==> src/rtl/strobe_pol_pkg.sv <==
package strobe_pol_pkg;

  typedef enum logic [1:0] {
    ST_IDLE  = 2'd0,
    ST_ARMED = 2'd1,
    ST_PRE   = 2'd2,
    ST_BUSY  = 2'd3
  } det_state_t;

  // The falling-edge sample precedes the rising-edge sample by half a period.
  // The sample point that first saw the strobe high sits just after the edge,
  // so the other one is farther from it.
  // Returns 1 (falling capture) only when the rising sample alone saw it.
  function automatic logic pick_pol(input logic smp_r, input logic smp_f);
    return smp_r & ~smp_f;
  endfunction

  function automatic logic strobe_low(input logic drv, input logic smp_r,
                                      input logic smp_f);
    return drv & ~smp_r & ~smp_f;
  endfunction

  function automatic logic strobe_high(input logic drv, input logic smp_r,
                                       input logic smp_f);
    return drv & (smp_r | smp_f);
  endfunction

endpackage

==> src/rtl/strobe_pre_qual.sv <==
module strobe_pre_qual
  import strobe_pol_pkg::*;
#(
  parameter int MIN_PRE_CYC = 1
) (
  input  logic clk,
  input  logic rst_n,
  input  logic en,
  input  logic drv,
  input  logic smp_r,
  input  logic smp_f,
  output logic qual_o
);
  localparam int CW = (MIN_PRE_CYC < 2) ? 1 : $clog2(MIN_PRE_CYC);
  localparam logic [CW-1:0] LAST = CW'(MIN_PRE_CYC - 1);

  logic [CW-1:0] low_cnt;
  logic          low_now;

  assign low_now = strobe_low(drv, smp_r, smp_f);
  assign qual_o  = en & low_now & (low_cnt == LAST);

  always_ff @(posedge clk) begin
    if (!rst_n) begin
      low_cnt <= '0;
    end else if (!en || !low_now) begin
      low_cnt <= '0;
    end else if (low_cnt != LAST) begin
      low_cnt <= low_cnt + 1'b1;
    end
  end

endmodule

==> src/rtl/strobe_arm_timer.sv <==
module strobe_arm_timer #(
  parameter int ARM_TIMEOUT = 16
) (
  input  logic clk,
  input  logic rst_n,
  input  logic en,
  output logic expire_o
);
  localparam int TW = (ARM_TIMEOUT < 2) ? 1 : $clog2(ARM_TIMEOUT);
  localparam logic [TW-1:0] LAST = TW'(ARM_TIMEOUT - 1);

  logic [TW-1:0] wait_cnt;

  assign expire_o = en & (wait_cnt == LAST);

  always_ff @(posedge clk) begin
    if (!rst_n || !en) begin
      wait_cnt <= '0;
    end else if (wait_cnt != LAST) begin
      wait_cnt <= wait_cnt + 1'b1;
    end
  end

endmodule

==> src/rtl/strobe_edge_pick.sv <==
module strobe_edge_pick
  import strobe_pol_pkg::*;
(
  input  logic drv,
  input  logic smp_r,
  input  logic smp_f,
  output logic seen_o,
  output logic pol_o
);
  assign seen_o = strobe_high(drv, smp_r, smp_f);
  assign pol_o  = pick_pol(smp_r, smp_f);
endmodule

==> src/rtl/strobe_pol_det.sv <==
module strobe_pol_det
  import strobe_pol_pkg::*;
#(
  parameter int MIN_PRE_CYC = 1,
  parameter int ARM_TIMEOUT = 16
) (
  input  logic clk,
  input  logic rst_n,
  input  logic rd_start,
  input  logic strb_drv,
  input  logic strb_smp_r,
  input  logic strb_smp_f,
  output logic clk_pol,
  output logic pol_done
);

  det_state_t state, state_nx;

  logic st_idle, st_armed, st_pre, st_busy;
  logic evt_arm, evt_qual, evt_tmo, evt_decide, evt_abort, evt_release;
  logic qual_w, tmo_w, seen_w, pol_w;

  assign st_idle  = (state == ST_IDLE);
  assign st_armed = (state == ST_ARMED);
  assign st_pre   = (state == ST_PRE);
  assign st_busy  = (state == ST_BUSY);

  strobe_pre_qual #(.MIN_PRE_CYC(MIN_PRE_CYC)) u_qual (
    .clk(clk), .rst_n(rst_n), .en(st_armed),
    .drv(strb_drv), .smp_r(strb_smp_r), .smp_f(strb_smp_f),
    .qual_o(qual_w)
  );

  strobe_arm_timer #(.ARM_TIMEOUT(ARM_TIMEOUT)) u_tmr (
    .clk(clk), .rst_n(rst_n), .en(st_armed), .expire_o(tmo_w)
  );

  strobe_edge_pick u_pick (
    .drv(strb_drv), .smp_r(strb_smp_r), .smp_f(strb_smp_f),
    .seen_o(seen_w), .pol_o(pol_w)
  );

  // Named events for the checker
  assign evt_arm     = st_idle & rd_start;
  assign evt_qual    = qual_w;
  assign evt_tmo     = tmo_w & ~qual_w;
  assign evt_decide  = st_pre & seen_w;
  assign evt_abort   = st_pre & ~strb_drv;
  assign evt_release = st_busy & ~strb_drv;

  always_comb begin
    state_nx = state;
    unique case (state)
      ST_IDLE:  if (evt_arm)     state_nx = ST_ARMED;
      ST_ARMED: if (evt_qual)    state_nx = ST_PRE;
                else if (evt_tmo) state_nx = ST_IDLE;
      ST_PRE:   if (evt_decide)  state_nx = ST_BUSY;
                else if (evt_abort) state_nx = ST_IDLE;
      ST_BUSY:  if (evt_release) state_nx = ST_IDLE;
      default:  state_nx = ST_IDLE;
    endcase
  end

  always_ff @(posedge clk) begin
    if (!rst_n) begin
      state    <= ST_IDLE;
      clk_pol  <= 1'b0;
      pol_done <= 1'b0;
    end else begin
      state    <= state_nx;
      pol_done <= evt_decide;
      if (evt_decide) clk_pol <= pol_w;
    end
  end

endmodule

==> config.mk <==
export PLATFORM = sky130hd
export DESIGN_NAME = strobe_pol_det
export DESIGN_NICKNAME = d
export VERILOG_FILES = /design/src/rtl/strobe_pol_pkg.sv /design/src/rtl/strobe_pre_qual.sv /design/src/rtl/strobe_arm_timer.sv /design/src/rtl/strobe_edge_pick.sv /design/src/rtl/strobe_pol_det.sv
export SDC_FILE = /design/constraint.sdc
export NUM_CORES = 1
export LEC_CHECK = 0
export BUFFER_PORTS_ARGS = -buffer_cell sky130_fd_sc_hd__buf_2
export CAP_MARGIN = 10
export CORE_AREA = 2 2 39 41
export DETAILED_ROUTE_END_ITERATION = 10
export DIE_AREA = 0 0 41 43
export PLACE_DENSITY_LB_ADDON = 0.1
export SLEW_MARGIN = 0
export SYNTH_ARGS = -nofsm -noshare
export SYNTH_HDL_FRONTEND = slang
export SYNTH_SLANG_ARGS = --single-unit
==> constraint.sdc <==
create_clock -name clk -period 3.6 [get_ports clk]
set_clock_uncertainty 0.1 [all_clocks]
set_input_delay 0.9 -clock clk [delete_from_list [all_inputs] [get_ports clk]]
set_output_delay 0.9 -clock clk [all_outputs]
set_load 0.05 [all_outputs]
Word-level counts from Yosys, hierarchy flattened

Cells that the tools add are included.

Output and inout port bits: 2
Logic and storage cells: 50
Flip-flop bits (word level): 9
Input bits: 6

Equality and inequality tests: 9
$add $sub $neg: 2
Muxes and demuxes: 7
Reductions and logical operators: 8
Bitwise operators: 19

Operator list:

| cell                                           | count |
|---|---|
| AND 1 bit                                      | 12 |
| 2-to-1 mux 2 bit                               | 6 |
| one-hot mux 2 bit (4 select lines)             | 1 |
| NOT 1 bit                                      | 6 |
| adder 4 x 1 -> 4 bit (second input constant)   | 1 |
| == test 2 bit (second input constant)          | 2 |
| == test 4 bit (second input constant)          | 1 |
| != test 2 x 1 -> 1 bit (second input constant) | 2 |
| != test 4 bit (second input constant)          | 1 |
| AND reduction 4 bit                            | 1 |
| logical NOT 1 bit                              | 3 |
| != test 3 x 1 -> 1 bit (second input constant) | 1 |
| != test 3 bit (second input constant)          | 1 |
| OR reduction 3 bit                             | 1 |
| == test 2 x 1 -> 1 bit (second input constant) | 1 |
| logical NOT 2 bit                              | 1 |
| logical OR 1 bit                               | 2 |
| adder 1 bit (second input constant)            | 1 |
| OR 1 bit                                       | 1 |

Logic depth before layout (Yosys ltp)

Word-level depth: 10
Mapped depth: 4
Depth with buffers taken out: 4

Hierarchy

From an unflattened synthesis, not the netlist that was laid out.

Cell total of the unflattened synthesis: 45
Area total of the unflattened synthesis: 414.1 um^2

By module, submodules not included:

| module           | area each (um^2) | sequential area each (um^2) | cells an instance | instances |
|---|---|---|---|---|
| strobe_arm_timer | 197.7            | 80.1                        | 20                | 1 |
| strobe_pol_det   | 165.2            | 80.1                        | 19                | 1 |
| strobe_pre_qual  | 37.5             | 20.0                        | 4                 | 1 |
| strobe_edge_pick | 13.8             | 0.0                         | 2                 | 1 |

Worst setup path after synthesis

Ideal clock, no wire load.

Kind: in2reg
From: in strb_smp_f
To: reg state[0]
Setup time: 0.119 ns
Slack: 1.924 ns
Stages on the path: 3
Data arrival time: 1.458 ns
Required time: 3.381 ns
Path through: nor4b_2 a311oi_1 o221a_1

Cells in the longest elaborated chain, start to end: 8

RTL lines:

| item                                 | line                  | text |
|---|---|---|
| from (decl)                          | strobe_pol_det.sv:12  | `input logic strb_smp_f,` |
| NOT 1 bit                            | strobe_pol_pkg.sv:20  | `return drv & ~smp_r & ~smp_f;` |
| AND 1 bit                            | strobe_pol_pkg.sv:20  |  |
| AND 1 bit (2 in a row)               | strobe_pre_qual.sv:21 | `assign qual_o = en & low_now & (low_cnt == LAST);` |
| NOT 1 bit                            | strobe_pol_det.sv:46  | `assign evt_tmo = tmo_w & ~qual_w;` |
| AND 1 bit                            | strobe_pol_det.sv:46  |  |
| != test 3 bit (no source line)       | -                     |  |
| AND reduction 4 bit (no source line) | -                     |  |
| to (signal assigned)                 | strobe_pol_det.sv:70  | `state <= state_nx;` |
| to (decl)                            | strobe_pol_det.sv:17  | `det_state_t state, state_nx;` |

Parallel ways exist; a longest one is shown, timed or not.
A chain may end at the register's enable or synchronous reset.

Final worst setup path

From: reg clk_pol
To: out clk_pol

RTL lines:

| item                   | line                 | text |
|---|---|---|
| from (decl)            | strobe_pol_det.sv:13 | `output logic clk_pol,` |
| from (signal assigned) | strobe_pol_det.sv:72 | `if (evt_decide) clk_pol <= pol_w;` |

No word-level cell between the ends.

==> results.txt <==
top layer in use = met4
Data arrival, critical path = 850 ps
unrepaired setup endpoints after global routing = false
synth-to-layout area growth = 21.38%
pwr/cell area = 422.2 nW/um^2
syn nets = 47
clock sinks = 9
CP cell instances = buf_2
Final HPWL DP = 585.8 um
syn avg cell area = 9.509 um^2
clk buf depth = 2
post-cts sizing count = 0
Core Rows = 14
CP max-delay cell = dfxtp_1
first-pass GRT wire length = 1214 um
IO Count = 8
initial antenna violation count = 0
ant diodes = 0
Routed WL = 780 um
CP top delay family = flip-flops
buffer type at the clock tree root = clkbuf_4
sequential share of the synthesized area = 0.4737
synth warn = 0
Routed met3 length = 49 um
hold crit path type = register to register
crit start category = register
vias in the first global route = 282
vias = 320
Avg WL per Cell = 11.64 um
placed insts = 63
status = finished, final reports clean
CTS Hold Buffers Added = 0
GP Congestion = 0.5881
period utilisation layout = 0.5149
P_leak = 0.2078 nW
CP Class = register to output pin
post-CTS setup buffer count = 0
hold path startpoint = clk_pol
Slew Limit Fails = 0
Initial DRT Pass Iterations = 3
non-filler cells, final = 67
nets = 59
Max Freq = 539.4 MHz
DIE AREA = 1763 um^2
met1 WL = 358 um
crit path max fanout = 2
CP peak stage delay = 330 ps
core area = 1384 um^2
cts bufs inserted = 3
share of cells above drive strength 1 = 0.2157
Die Y = 43 um
Hold Violations, Final = 0
CTS H-Tree Depth = 1
Max-Cap Viols = 0
TritonCTS clock tree = yes
die width = 41 um
DRC viols = 0
CP startpoint = clk_pol
DR vias/cell = 4.776
post-synthesis cell area = 380.4 um^2
1st-iter DRT viols = 5
WP data required = 2600 ps
post-synthesis cell count = 40
Final setup viols = 0
met2 wire length = 367 um
post-synthesis cell type count = 22
peak supply drop = 0.1365 mV
worst r2r src = u_tmr.wait_cnt[0]
crit end category = output pin
TNS Setup = 0 ps
Detail Route Antenna Nets = 0
post-route minimum period = 1854 ps
CTS clk-pin slew, worst paths = 60 ps
Crit path buffers/inverters = 1
grt total ovfl = 0
post-synthesis sequential element count = 9
Starting Density = 0.2749
pin count of the biggest net entering global routing = 7
GR Util All Layers = 0.1095
latest clock arrival within the worst-skew pair = 260 ps
# port buffers = 7
[Yosys cell counts]
cell | n | share of area
a21oi_1 | 1 | 0.013
a211oi_1 | 2 | 0.039
a311oi_1 | 1 | 0.023
nor4b_2 | 1 | 0.039
nand3b_1 | 1 | 0.020
nor4b_1 | 1 | 0.023
nand3_1 | 2 | 0.026
nor4_1 | 1 | 0.016
inv_1 | 2 | 0.020
nand2_1 | 3 | 0.030
o22ai_1 | 1 | 0.016
dfxtp_1 | 9 | 0.47
nor3_1 | 1 | 0.013
mux2i_1 | 1 | 0.026
a31oi_1 | 1 | 0.016
conb_1 | 1 | 0.0099
ha_1 | 1 | 0.033
xnor2_1 | 1 | 0.023
o221a_1 | 1 | 0.030
and3b_1 | 1 | 0.023
nor2_1 | 6 | 0.059
o211a_1 | 1 | 0.026
[cell families (layout without fill, tap and decap cells)]
group	Yosys count	in the layout	synth area share
AND/OR/NAND/NOR	17	17	0.2500
flip-flops	9	9	0.4737
AO/OA/AOI/OAI	8	8	0.1645
buffers and inverters	2	13	0.01974
adder cells (fa/ha/maj)	1	1	0.03289
other	1	1	0.009859
XOR/XNOR	1	1	0.02303
multiplexers	1	1	0.02632
[flip-flops by register name, indices dropped and copies added (netlist names)]
name,flops
u_qual.low_cnt,1
clk_pol,1
pol_done,1
state,2
u_tmr.wait_cnt,4
[area by class of cell]
class | instances | area, um^2
Tap cell | 16 | 20.02
Inverter | 2 | 7.507
Timing Repair Buffer | 7 | 35.03
Multi-Input combinational cell | 29 | 192.7
Fill cell | 153 | 922.1
Clock buffer | 4 | 26.28
Sequential cell | 9 | 180.2
[per-stage QoR]
step	hold slack [ps]	cell area [um^2]	setup slack [ps]	total power, mW	utilization
3_3_place_gp	408.6	435.4	1759	0.1193	0.3146
2_1_floorplan	372.8	380.4	1924	0.1134	-
3_5_place_dp	417.8	435.4	1705	0.1202	0.3146
5_1_grt	469.1	461.7	1716	0.2053	0.3336
4_1_cts	428.9	461.7	1734	0.1992	0.3336
6_report	425.2	461.7	1746	0.1949	0.3336
[placed cells by master (no fill, tap or decap), drive strengths merged]
cell,n
buf,7
nand3,2
mux2i,1
clkbuf,4
dfxtp,9
and3b,1
a211oi,2
o22ai,1
nor3,1
xnor2,1
ha,1
nand3b,1
a31oi,1
o211a,1
nor4,1
inv,2
conb,1
nor2,6
a21oi,1
nor4b,2
a311oi,1
nand2,3
o221a,1
[metal layers]
metal	vias to the layer above	global-route usage
li1	168	-
met1	142	0.1323
met2	8	0.1469
met3	2	0.03141
met4	0	0.1000
met5	-	0
[report_power, final]
part,internal (mW),switching [mW],total (mW)
combinational,0.00618,0.00680,0.0130
clock,0.0426,0.0341,0.0767
sequential,0.102,0.00298,0.105
[worst paths after layout]
check	end	slack [ps]	depth (start not counted)
setup / recovery	clk_pol	1750	1
hold / removal	clk_pol	430	2
setup reg to reg	state[0]	2340	3
hold reg to reg	clk_pol	430	2
Power figures use the tool's default switching activity.
